$ cat config.mk
export PLATFORM = sky130hd
export DESIGN_NAME = exc_commit_ctrl
export DESIGN_NICKNAME = d
export VERILOG_FILES = /design/src/rtl/exc_pkg.sv /design/src/rtl/exc_stage.sv /design/src/rtl/exc_commit_arb.sv /design/src/rtl/exc_retire_regs.sv /design/src/rtl/exc_commit_ctrl.sv
export SDC_FILE = /design/constraint.sdc
export NUM_CORES = 1
export LEC_CHECK = 0
export BUFFER_PORTS_ARGS = -buffer_cell sky130_fd_sc_hd__buf_2
export CAP_MARGIN = 10
export CELL_PAD_IN_SITES_DETAIL_PLACEMENT = 1
export CELL_PAD_IN_SITES_GLOBAL_PLACEMENT = 1
export CORE_MARGIN = 3
export CORE_UTILIZATION = 42
export CTS_CLUSTER_DIAMETER = 150
export DETAILED_ROUTE_END_ITERATION = 6
export GPL_TIMING_DRIVEN = 0
export PLACE_DENSITY = 0.86
export SYNTH_ARGS = -nofsm -noshare
export SYNTH_HDL_FRONTEND = slang
export SYNTH_SLANG_ARGS = --single-unit
$ cat constraint.sdc
create_clock -name clk -period 1.8 [get_ports clk]
set_clock_uncertainty 0.1 [all_clocks]
set_input_delay 0.09 -clock clk [delete_from_list [all_inputs] [get_ports clk]]
set_output_delay 0.09 -clock clk [all_outputs]
set_load 0.05 [all_outputs]
$ cat src/rtl/exc_pkg.sv
package exc_pkg;
  localparam int CAUSE_W = 4;
  // stage index: 0 fetch, 1 decode, 2 execute, 3 memory (commit point)
  localparam int NSTG = 4;
  localparam int COMMIT_STG = NSTG - 1;

  localparam logic [CAUSE_W-1:0] CAUSE_NONE    = 4'h0;
  localparam logic [CAUSE_W-1:0] CAUSE_IRQ     = 4'h1;
  localparam logic [CAUSE_W-1:0] CAUSE_PCFAULT = 4'h4;
  localparam logic [CAUSE_W-1:0] CAUSE_DADDR   = 4'h5;
  localparam logic [CAUSE_W-1:0] CAUSE_ILLEGAL = 4'hA;
  localparam logic [CAUSE_W-1:0] CAUSE_OVF     = 4'hC;

  function automatic logic [CAUSE_W-1:0] stage_cause(input int s);
    case (s)
      0:       return CAUSE_PCFAULT;
      1:       return CAUSE_ILLEGAL;
      2:       return CAUSE_OVF;
      3:       return CAUSE_DADDR;
      default: return CAUSE_NONE;
    endcase
  endfunction
endpackage

$ cat src/rtl/exc_stage.sv
module exc_stage
  import exc_pkg::*;
#(
  parameter int                 PC_W = 32,
  parameter logic [CAUSE_W-1:0] CODE = CAUSE_NONE
) (
  input  logic               clk,
  input  logic               rst,
  input  logic               kill,
  input  logic               in_valid,
  input  logic               in_exc,
  input  logic [CAUSE_W-1:0] in_cause,
  input  logic [PC_W-1:0]    in_pc,
  input  logic               fault,
  output logic               o_valid,
  output logic               o_exc,
  output logic [CAUSE_W-1:0] o_cause,
  output logic [PC_W-1:0]    o_pc
);
  logic               v_q;
  logic               x_q;
  logic [CAUSE_W-1:0] c_q;
  logic [PC_W-1:0]    p_q;

  always_ff @(posedge clk) begin
    if (rst || kill) begin
      v_q <= 1'b0;
      x_q <= 1'b0;
      c_q <= CAUSE_NONE;
      p_q <= '0;
    end else begin
      v_q <= in_valid;
      x_q <= in_valid & in_exc;
      c_q <= in_valid ? in_cause : CAUSE_NONE;
      p_q <= in_pc;
    end
  end

  // a locally raised fault only counts for a live, not yet flagged instruction
  logic local_hit;
  assign local_hit = v_q & fault & ~x_q;

  always_comb begin
    o_valid = v_q;
    o_exc   = x_q | local_hit;
    o_cause = local_hit ? CODE : c_q;
    o_pc    = p_q;
  end

  AST_EARLY_WINS: assert property (@(posedge clk) disable iff (rst)
    (in_valid && in_exc && !kill) |=> (o_exc && o_cause == $past(in_cause)))
    else $error("earlier cause overwritten");
endmodule

$ cat src/rtl/exc_commit_arb.sv
module exc_commit_arb
  import exc_pkg::*;
#(
  parameter int PC_W = 32,
  parameter logic [PC_W-1:0] HANDLER_PC = '0
) (
  input  logic               m_valid,
  input  logic               m_exc,
  input  logic [CAUSE_W-1:0] m_cause,
  input  logic               irq,
  output logic               take,
  output logic [CAUSE_W-1:0] take_cause,
  output logic [PC_W-1:0]    target
);
  logic irq_hit;
  assign irq_hit = m_valid & irq;

  always_comb begin
    take       = irq_hit | (m_valid & m_exc);
    take_cause = irq_hit ? CAUSE_IRQ : m_cause;
    target     = HANDLER_PC;
  end
endmodule

$ cat src/rtl/exc_retire_regs.sv
module exc_retire_regs
  import exc_pkg::*;
#(
  parameter int PC_W = 32
) (
  input  logic               clk,
  input  logic               rst,
  input  logic               take,
  input  logic [CAUSE_W-1:0] take_cause,
  input  logic               m_valid,
  input  logic [PC_W-1:0]    m_pc,
  output logic [CAUSE_W-1:0] cause,
  output logic [PC_W-1:0]    epc,
  output logic               wb_valid,
  output logic [PC_W-1:0]    wb_pc
);
  always_ff @(posedge clk) begin
    if (rst) begin
      cause    <= CAUSE_NONE;
      epc      <= '0;
      wb_valid <= 1'b0;
      wb_pc    <= '0;
    end else begin
      wb_valid <= m_valid & ~take;
      wb_pc    <= m_pc;
      if (take) begin
        cause <= take_cause;
        epc   <= m_pc;
      end
    end
  end

  AST_EPC_CAPTURE: assert property (@(posedge clk) disable iff (rst)
    take |=> (epc == $past(m_pc)))
    else $error("EPC not captured");
  AST_CAUSE_HOLD: assert property (@(posedge clk) disable iff (rst)
    !take |=> ($stable(cause) && $stable(epc)))
    else $error("Cause/EPC changed without commit");
  AST_NO_RETIRE_ON_TAKE: assert property (@(posedge clk) disable iff (rst)
    take |=> !wb_valid)
    else $error("faulting instruction retired");
endmodule

$ cat src/rtl/exc_commit_ctrl.sv
module exc_commit_ctrl
  import exc_pkg::*;
#(
  parameter int PC_W = 32,
  parameter logic [PC_W-1:0] HANDLER_PC = 32'h0000_0180
) (
  input  logic               clk,
  input  logic               rst,
  input  logic               f_valid,
  input  logic [PC_W-1:0]    f_pc,
  input  logic               f_pc_fault,
  input  logic               d_illegal,
  input  logic               e_overflow,
  input  logic               m_addr_fault,
  input  logic               irq,
  output logic               redirect,
  output logic [PC_W-1:0]    redirect_pc,
  output logic               wb_valid,
  output logic [PC_W-1:0]    wb_pc,
  output logic [CAUSE_W-1:0] cause,
  output logic [PC_W-1:0]    epc
);
  logic               sv [NSTG];
  logic               sx [NSTG];
  logic [CAUSE_W-1:0] sc [NSTG];
  logic [PC_W-1:0]    sp [NSTG];
  logic [NSTG-1:0]    fault_vec;
  logic               take;
  logic [CAUSE_W-1:0] take_cause;

  assign fault_vec = {m_addr_fault, e_overflow, d_illegal, f_pc_fault};

  // fetch stage: combinational view of the instruction being fetched
  assign sv[0] = f_valid;
  assign sx[0] = f_valid & fault_vec[0];
  assign sc[0] = (f_valid & fault_vec[0]) ? stage_cause(0) : CAUSE_NONE;
  assign sp[0] = f_pc;

  for (genvar s = 1; s < NSTG; s++) begin : g_stage
    exc_stage #(.PC_W(PC_W), .CODE(stage_cause(s))) u_stage (
      .clk      (clk),
      .rst      (rst),
      .kill     (take),
      .in_valid (sv[s-1]),
      .in_exc   (sx[s-1]),
      .in_cause (sc[s-1]),
      .in_pc    (sp[s-1]),
      .fault    (fault_vec[s]),
      .o_valid  (sv[s]),
      .o_exc    (sx[s]),
      .o_cause  (sc[s]),
      .o_pc     (sp[s])
    );
  end

  exc_commit_arb #(.PC_W(PC_W), .HANDLER_PC(HANDLER_PC)) u_arb (
    .m_valid    (sv[COMMIT_STG]),
    .m_exc      (sx[COMMIT_STG]),
    .m_cause    (sc[COMMIT_STG]),
    .irq        (irq),
    .take       (take),
    .take_cause (take_cause),
    .target     (redirect_pc)
  );

  exc_retire_regs #(.PC_W(PC_W)) u_retire (
    .clk        (clk),
    .rst        (rst),
    .take       (take),
    .take_cause (take_cause),
    .m_valid    (sv[COMMIT_STG]),
    .m_pc       (sp[COMMIT_STG]),
    .cause      (cause),
    .epc        (epc),
    .wb_valid   (wb_valid),
    .wb_pc      (wb_pc)
  );

  assign redirect = take;

  AST_KILL_DRAINS: assert property (@(posedge clk) disable iff (rst)
    take |=> (!sv[1] && !sv[2] && !sv[3]))
    else $error("younger stages survived a commit");
  AST_IRQ_WINS: assert property (@(posedge clk) disable iff (rst)
    (irq && sv[COMMIT_STG]) |-> (redirect && take_cause == CAUSE_IRQ))
    else $error("interrupt not prioritised");
  AST_IDLE_NO_TAKE: assert property (@(posedge clk) disable iff (rst)
    !sv[COMMIT_STG] |-> !redirect)
    else $error("commit with empty memory stage");
endmodule

==> results of run 1 <==
[cells in the mapped netlist (all sizes together)]
master / number
nor4bb: 1
nor4b: 1
or3b: 1
inv: 6
nor3: 6
nor2b: 65
nor3b: 99
o32ai: 1
nand3b: 1
o31a: 1
nand2b: 3
clkbuf: 14
a221oi: 1
o21ai: 3
mux2: 32
conb: 2
a2111oi: 3
nand2: 3
mux2i: 1
dfxtp: 177
buf: 54
o2bb2ai: 2
[layout make-up]
class	count	area, sq um	share of cell area, %
Clock inverter	7	92.6	1.16
Clock buffer	19	433	5.44
Tap cell	180	225	2.83
Multi-Input combinational cell	256	2250	28.3
Inverter	6	22.5	0.283
Sequential cell	177	3540	44.5
Buffer	67	459	5.77
Timing Repair Buffer	147	933	11.7
[kinds of logic (layout without fill, tap and decap cells)]
kind of cell	after synthesis	after routing	synth area share, %
mux	33	33	7.95
compound gates	11	11	2.29
other cells	2	32	0.122
flops	177	177	57.4
buf+inv	74	246	7.89
simple gates	180	180	24.3
[state kept, by name, summed over array words and instances (netlist names)]
signal,flops
g_stage.u_stage.c_q,6
g_stage.u_stage.o_pc,96
g_stage.u_stage.o_valid,3
g_stage.u_stage.x_q,3
u_retire.cause,4
u_retire.epc,32
u_retire.wb_pc,32
u_retire.wb_valid,1
[how the worst max path moves through the flow]
stage	start	endpoint	slack (ns)
floorplan	g_stage[3].u_stage.x_q$_SDFF_PP0_	u_retire.epc[24]$_SDFFE_PP0P_	0.39
global placement	g_stage[3].u_stage.x_q$_SDFF_PP0_	u_retire.wb_valid$_SDFF_PP0_	0.26
detailed placement	g_stage[3].u_stage.x_q$_SDFF_PP0_	g_stage[3].u_stage.o_pc[8]$_SDFF_PP0_	0.21
CTS	g_stage[3].u_stage.o_valid$_SDFF_PP0_	redirect	0.09
global route	g_stage[3].u_stage.x_q$_SDFF_PP0_	g_stage[3].u_stage.o_pc[8]$_SDFF_PP0_	0.03
finish	g_stage[3].u_stage.x_q$_SDFF_PP0_	redirect	0.12
[power by group through the flow]
stage	clock [mW]	sequential, mW	combinational, mW
after global routing	3.64	4.07	0.722
after floorplan	0	4.19	0.425
after global placement	0	4.14	0.591
after detailed placement	0	4.14	0.606
final	3.40	4.06	0.674
after CTS	3.46	4.06	0.674
[routing by layer]
metal | track usage (%) | vias to the layer above
met4 | 5.30 | 0
met3 | 4.64 | 14
met5 | 0 | -
met1 | 20.3 | 1889
li1 | - | 1903
met2 | 30.5 | 101
[critical path, stage by stage, from the launching register on]
cell and delay (ns):
dfxtp_1 0.35, o31a_1 0.33, buf_6 0.18, buf_4 0.20
[metrics by stage]
| stage | hold slack [ns] | std cells | cell area [sq um] | utilization [%] |
|---|---|---|---|---|
| 6_report | 0.154 | 859 | 7960 | 56.3 |
| 3_5_place_dp | 0.244 | 795 | 7050 | 49.8 |
| 4_1_cts | 0.155 | 859 | 7960 | 56.3 |
| 5_1_grt | 0.179 | 859 | 7960 | 56.3 |
| 3_3_place_gp | 0.239 | 795 | 7050 | 49.8 |
| 2_1_floorplan | 0.0838 | 507 | 6280 | - |
[repair_timing]
| action | CTS | global route |
|---|---|---|
| setup endpoints to repair | 1 | 0 |
| hold endpoints to repair | 43 | 0 |
| hold buffers | 39 | 0 |
| gates resized for setup | 1 | 0 |
==> results.md, run 1 <==
* Status: completed
* DRT Pass-1 Iters at 4
* Fmax at 596 MHz
* Worst VDD drop at 665 uV
* Fin nets at 712
* GPL Wtd Cong at 0.743
* Routed wire per std cell at 15.7 um
* CTS tree: done
* Post-Route M1 WL at 5860 um
* Area Growth Syn to Fin at 29.0%
* Initial antenna violation count at 0
* Core Region at 0.0141 sq mm
* Syn. warnings at 0
* Clk Latency, worst-skew pair at 0.42 ns
* Pin count of the biggest net entering global routing at 20
* Layout cells sized above 1 at 39.9%
* Initial Utilization at 43.6%
* Pwr Total at 8.13 mW
* DP HPWL at 9430 um
* Worst-margin pin slew at 0.559 ns
* I/O pin cnt at 142
* Layout fillers at 1468
* Crit. End Element: primary output
* Number of remaining DRC errors at 0
* Clock share of power at 41.8%
* Root Buffer: clkbuf_16
* Clock tree sinks at 177
* Top sig layer: met4
* GRT overflow at 0
* Flop2flop setup slack at 0.16 ns
* Mean post-synth cell area at 12.9 sq um
* Chip Height at 127 um
* Vias in the first global route at 4329
* NetSw at 1.85 mW
* Sw Share at 22.8%
* Netlist Area Pre-Place at 0.00617 sq mm
* Min Tclk post-route at 1.68 ns
* Via Count at 3907
* First-pass GRT wire length at 21900 um
* Critical path peak fanout at 19
* Hold path cells at 3
* Worst hold path class: in2reg
* Top cells by area, synth: dfxtp_1 (57%), nor3b_2 (10%), mux2_4 (7.8%), nor2b_1 (6.6%), nor3b_1 (6.0%)
* Place WS at 0.209 ns
* Wire length on met2 at 6830 um
* Max-cap violation count at 0
* N_diodes at 0
* Final Slew Violations at 0
* Seq/Total Area, Yosys at 57.4%
* Final ANT Viol Nets at 0
* Cell taking the most area after synthesis: dfxtp_1
* Rel. slew slack at 62.8%
* Synth Instances at 477
* FF-to-FF End: g_stage[1].u_stage.o_pc[26]$_SDFF_PP0_
* Setup bufs post-CTS at 0
* Most common cell after layout, fill and taps aside: dfxtp_1
* Required @ worst endpoint at 1.61 ns
* Hold Crit Start: rst
* Logic pwr share at 8.3%
* Yosys reg bits at 177
* Chip Width at 127 um
* PnR worst setup slack at 0.122 ns
* Critical path class: reg2out
* Starting DRT DRC Count at 105
* Power Density at 1020 mW/mm^2
* Total track usage at 17.2%
* Vias per Instance at 4.55
* Fin. Hold Viols at 0
* Hold-critical path endpoint: g_stage[3].u_stage.c_q[3]$_SDFF_PP0_
* Port Buf Inserts at 108
* Yosys top cell area share at 57.4%
* Most frequent cells in the layout: dfxtp_1 (177), buf_2 (117), nor2b_1 (65), nor3b_2 (50), nor3b_1 (49)
* Int Power at 6.28 mW
* H-tree depth at 4
* Worst r2r src: g_stage[3].u_stage.x_q$_SDFF_PP0_
* Flop pwr share at 49.9%
* Synth unique cells at 26
* CTS buffer count at 17
* Total Routed Length at 13500 um
* CTS clk-pin slew, worst paths at 0.06 ns
* Worst reg2reg path depth at 4
* Worst-case clock buffer depth at 2
* Static leakage at 3.45 nW
* Die ar. at 0.0162 sq mm
* RSZ-0062 raised after global routing: false
* Fin crit share at 93.2%
* Setup Total Neg Slack at 0 ns
* Critical Path AT at 1.49 ns
* Row count at 43
* Finish-stage setup viols at 0
* CP Launch Type: register
* Wire length on met3 at 602 um
Power figures use the tool's default switching activity.
==> inputs of run 2 (changes only) <==
--- a/config.mk
+++ b/config.mk
@@ -7,7 +7,7 @@
 export LEC_CHECK = 0
 export BUFFER_PORTS_ARGS = -buffer_cell sky130_fd_sc_hd__buf_2
 export CAP_MARGIN = 10
-export CELL_PAD_IN_SITES_DETAIL_PLACEMENT = 1
+export CELL_PAD_IN_SITES_DETAIL_PLACEMENT = 0
 export CELL_PAD_IN_SITES_GLOBAL_PLACEMENT = 1
 export CORE_MARGIN = 3
 export CORE_UTILIZATION = 42
==> results.md, run 2 (synthesis gave the netlist of run 1 again) <==
* Area Growth Syn to Fin at 30.5%
* Finish-stage setup viols at 0
* Total Routed Length at 11900 um
* Critical path peak fanout at 19
* Power Density at 1050 mW/mm^2
* Pin count of the biggest net entering global routing at 20
* Port Buf Inserts at 108
* Worst reg2reg path depth at 4
* Hold-critical path endpoint: g_stage[3].u_stage.c_q[3]$_SDFF_PP0_
* DP HPWL at 8520 um
* Worst r2r src: g_stage[3].u_stage.x_q$_SDFF_PP0_
* Post-DP Area at 0.00705 sq mm
* Clk Latency, worst-skew pair at 0.42 ns
* Number of remaining DRC errors at 0
* Fin util at 56.9%
* Final Slew Violations at 0
* Chip Height at 127 um
* Clock tree sinks at 177
* Via Count at 3793
* H-tree depth at 4
* Critical path class: reg2out
* Cell area after layout at 0.00805 sq mm
* CTS buffer count at 17
* Flop2flop setup slack at 0.19 ns
* Worst-margin pin slew at 0.579 ns
* Max-cap violation count at 0
* Max reg flops at 96
* Required @ worst endpoint at 1.61 ns
* Core Region at 0.0141 sq mm
* FF-to-FF End: g_stage[3].u_stage.o_pc[6]$_SDFF_PP0_
* N_diodes at 0
* Routed wire per std cell at 13.8 um
* Critical Path AT at 1.47 ns
* I/O pin cnt at 142
* Vias in the first global route at 3979
* Crit. End Element: primary output
* Hold path cells at 3
* Layout cells sized above 1 at 40.4%
* Vias per Instance at 4.39
* Die ar. at 0.0162 sq mm
* Post-Layout Cell Count at 864
* Total track usage at 15.4%
* CTS tree: done
* GRT overflow at 0
* Row count at 43
* Fin crit share at 92.5%
* Most common cell after layout, fill and taps aside: dfxtp_1
* GPL Wtd Cong at 0.743
* DRT Pass-1 Iters at 4
* Worst hold path class: in2reg
* Most frequent cells in the layout: dfxtp_1 (177), buf_2 (117), nor2b_1 (65), nor3b_2 (50), nor3b_1 (49)
* Fmax at 601 MHz
* Worst VDD drop at 639 uV
* Hold Crit Start: rst
* Status: completed
* Initial antenna violation count at 0
* Root Buffer: clkbuf_16
* RSZ-0062 raised after global routing: false
* First-pass GRT wire length at 19600 um
* Starting DRT DRC Count at 129
* Chip Width at 127 um
* Rel. slew slack at 61.4%
* Worst-case clock buffer depth at 2
* CP Launch Type: register
* CTS clk-pin slew, worst paths at 0.06 ns
* Setup Total Neg Slack at 0 ns
* Placed instance count at 795
* Final ANT Viol Nets at 0
* Fin nets at 712
* Pwr Total at 8.49 mW
* Fin. Hold Viols at 0
* Min Tclk post-route at 1.66 ns
* Static leakage at 3.51 nW
* Initial Utilization at 43.6%
[run 2: routing by layer]
metal	routed length [um]	share of wire (%)	GRT usage, %	vias to the layer above
met5	0	0	0	-
met4	184	1.5	5.36	0
met3	651	5.5	4.97	19
met2	5810	49	25.4	108
met1	5280	44	19.0	1763
li1	-	-	-	1903
[run 2: layout make-up]
class,instances,area [sq um]
plain buffers,67,459
clock buffers,23,488
clock inverters,8,126
fillers,1167,6100
inverters,6,22.5
multi-input cells,256,2250
flip-flops and latches,177,3540
well taps,180,225
repair buffers,147,933
[run 2: worst max-delay path by stage]
stage                     depth (start not counted)                                    end  slack [ns]                             startpoint
after CTS                                         3                               redirect         0.1  g_stage[3].u_stage.o_valid$_SDFF_PP0_
after global placement                            4           u_retire.wb_valid$_SDFF_PP0_        0.26      g_stage[3].u_stage.x_q$_SDFF_PP0_
after detailed placement                          4  g_stage[3].u_stage.o_pc[6]$_SDFF_PP0_        0.23      g_stage[3].u_stage.x_q$_SDFF_PP0_
final                                             3                               redirect        0.14      g_stage[3].u_stage.x_q$_SDFF_PP0_
after floorplan                                   4          u_retire.epc[24]$_SDFFE_PP0P_        0.39      g_stage[3].u_stage.x_q$_SDFF_PP0_
after global routing                              3                               redirect        0.02  g_stage[3].u_stage.o_valid$_SDFF_PP0_
[run 2: per-stage QoR]
stage	hold WS (ns)	setup slack, ns
4_1_cts	0.172	0.0976
6_report	0.177	0.135
5_1_grt	0.198	0.0188
3_3_place_gp	0.239	0.258
3_5_place_dp	0.247	0.234
2_1_floorplan	0.0838	0.390
[run 2: report_power, final]
part | switching, mW | internal (mW) | leakage, nW | total, mW
clock | 1.44 | 2.33 | 0.304 | 3.77
combinational | 0.402 | 0.262 | 1.76 | 0.664
sequential | 0.0249 | 4.03 | 1.44 | 4.05
[run 2: timing repair]
item,CTS,global route
setup buffers,0,0
resized for setup,1,0
hold buffers,39,0
endpoints found under the setup margin,1,0
hold endpoints to repair,44,0
[run 2: worst max-delay path, cell delays in order, from the launching register on]
cell	delay, ns
dfxtp_1	0.34
o31a_1	0.33
buf_6	0.18
buf_4	0.20
==> inputs of run 3 (changes only) <==
--- a/config.mk
+++ b/config.mk
@@ -7,14 +7,12 @@
 export LEC_CHECK = 0
 export BUFFER_PORTS_ARGS = -buffer_cell sky130_fd_sc_hd__buf_2
 export CAP_MARGIN = 10
-export CELL_PAD_IN_SITES_DETAIL_PLACEMENT = 0
-export CELL_PAD_IN_SITES_GLOBAL_PLACEMENT = 1
-export CORE_MARGIN = 3
-export CORE_UTILIZATION = 42
+export CORE_MARGIN = 2
+export CORE_UTILIZATION = 53
 export CTS_CLUSTER_DIAMETER = 150
 export DETAILED_ROUTE_END_ITERATION = 6
 export GPL_TIMING_DRIVEN = 0
-export PLACE_DENSITY = 0.86
+export PLACE_DENSITY = 0.87
 export SYNTH_ARGS = -nofsm -noshare
 export SYNTH_HDL_FRONTEND = slang
 export SYNTH_SLANG_ARGS = --single-unit
==> results.md, run 3 (synthesis gave the netlist of run 1 again) <==
* Status: completed
* Number of remaining DRC errors at 0
* H-tree depth at 4
* First-pass GRT wire length at 20000 um
* Worst-margin pin slew at 0.594 ns
* Critical path peak fanout at 19
* Total Routed Length at 12000 um
* Wire length on met2 at 6410 um
* Worst-case clock buffer depth at 2
* Slowest cell delay on critical path at 0.41 ns
* Crit. End Element: primary output
* Post-Route M1 WL at 4860 um
* Vias in the first global route at 4083
* Fin nets at 712
* Initial antenna violation count at 0
* GRT overflow at 0
* Initial Utilization at 54.3%
* Cell Chain, Critical Path: o31a_1 -> buf_6 -> buf_4
* DP HPWL at 8020 um
* Rel. slew slack at 60.4%
* Crit-path slowest cell: dfxtp_1
* Root Buffer: clkbuf_16
* Fin crit share at 92.8%
* Worst hold path class: in2reg
* Power Density at 1060 mW/mm^2
* Port Buf Inserts at 108
* Core Region at 0.0114 sq mm
* Fmax at 599 MHz
* Most frequent cells in the layout: dfxtp_1 (177), buf_2 (117), nor2b_1 (65), nor3b_2 (50), nor3b_1 (49)
* Wire length on met3 at 494 um
* Worst VDD drop at 655 uV
* Post-DP Area at 0.00700 sq mm
* Via Count at 3851
* Row count at 39
* CTS buffer count at 17
* Setup Total Neg Slack at 0 ns
* Max-cap violation count at 0
* Final Slew Violations at 0
* N_diodes at 0
* GPL Wtd Cong at 0.757
* Chip Width at 112 um
* Final ANT Viol Nets at 0
* Clk Latency, worst-skew pair at 0.43 ns
* Setup bufs post-CTS at 0
* Fin. Hold Viols at 0
* Layout cells sized above 1 at 40.4%
* RSZ-0062 raised after global routing: false
* Critical Path AT at 1.48 ns
* CTS clk-pin slew, worst paths at 0.06 ns
* Area Growth Syn to Fin at 29.6%
* Routed wire per std cell at 14.5 um
* Clock tree sinks at 177
* Max reg flops at 96
* Min Tclk post-route at 1.67 ns
* Static leakage at 3.47 nW
* Total track usage at 20.4%
* Finish-stage setup viols at 0
* Pin count of the biggest net entering global routing at 20
* Starting DRT DRC Count at 132
* Required @ worst endpoint at 1.61 ns
* Top sig layer: met4
* Cell area after layout at 0.00800 sq mm
* CTS tree: done
* Most common cell after layout, fill and taps aside: dfxtp_1
* Vias per Instance at 4.65
* CP Launch Type: register
* Flop2flop setup slack at 0.19 ns
* Die ar. at 0.0125 sq mm
* DRT Pass-1 Iters at 4
* Chip Height at 112 um
* Critical path class: reg2out
* I/O pin cnt at 142
[run 3: cell types whose count changed in the layout (fill, tap and decap cells not counted), sizes merged]
cell and change:
clkinvlp +8, clkinv -4, clkbuf -3
[run 3: layout make-up]
type / instances / area [sq um]
sequential: 177 / 3540
fill: 803 / 3370
multi-input combinational: 256 / 2250
timing repair buffer: 147 / 933
buffer: 67 / 459
clock buffer: 20 / 447
tap: 143 / 179
clock inverter: 12 / 159
inverter: 6 / 22.5
[run 3: worst paths after layout]
| kind | endpoint | cells past startpoint | start |
|---|---|---|---|
| worst max-delay path | redirect | 3 | g_stage[3].u_stage.o_valid$_SDFF_PP0_ |
| worst min-delay path | g_stage[3].u_stage.c_q[3]$_SDFF_PP0_ | 3 | rst |
| worst max register to register | g_stage[3].u_stage.o_pc[2]$_SDFF_PP0_ | 4 | g_stage[3].u_stage.o_valid$_SDFF_PP0_ |
| worst min register to register | u_retire.cause[1]$_SDFFE_PP0P_ | 1 | g_stage[3].u_stage.c_q[1]$_SDFF_PP0_ |
[run 3: report_power, final]
group | internal (mW) | switching (mW) | total, mW
Combinational | 0.262 | 0.406 | 0.668
Sequential | 4.03 | 0.0271 | 4.06
Clock | 2.22 | 1.49 | 3.72
[run 3: worst max-delay path, delay by kind of cell (launching register included)]
family	cells	cell delay (ns)
compound gates	1	0.20
flops	1	0.41
buf+inv	2	0.45
[run 3: timing repair]
action | in CTS | in global routing
setup endpoints to repair | 1 | 0
endpoints found under the hold margin | 44 | 0
gates resized for setup | 1 | 0
hold buffers | 39 | 0
[run 3: metrics by stage]
stage	util [%]	instances	worst slack [ns]	power (mW)	hold WS, ns
5_1_grt	70.3	828	0.0403	8.71	0.183
4_1_cts	70.3	828	0.121	8.51	0.149
3_3_place_gp	61.6	758	0.290	4.72	0.237
2_1_floorplan	-	507	0.390	4.61	0.0838
6_report	70.3	828	0.129	8.44	0.145
3_5_place_dp	61.6	758	0.265	4.74	0.250
[run 3: per-layer routing]
| metal | GRT usage, % | vias to the layer above |
|---|---|---|
| met1 | 23.1 | 1825 |
| met2 | 36.8 | 98 |
| met5 | 0 | - |
| li1 | - | 1905 |
| met3 | 5.44 | 23 |
| met4 | 7.90 | 0 |
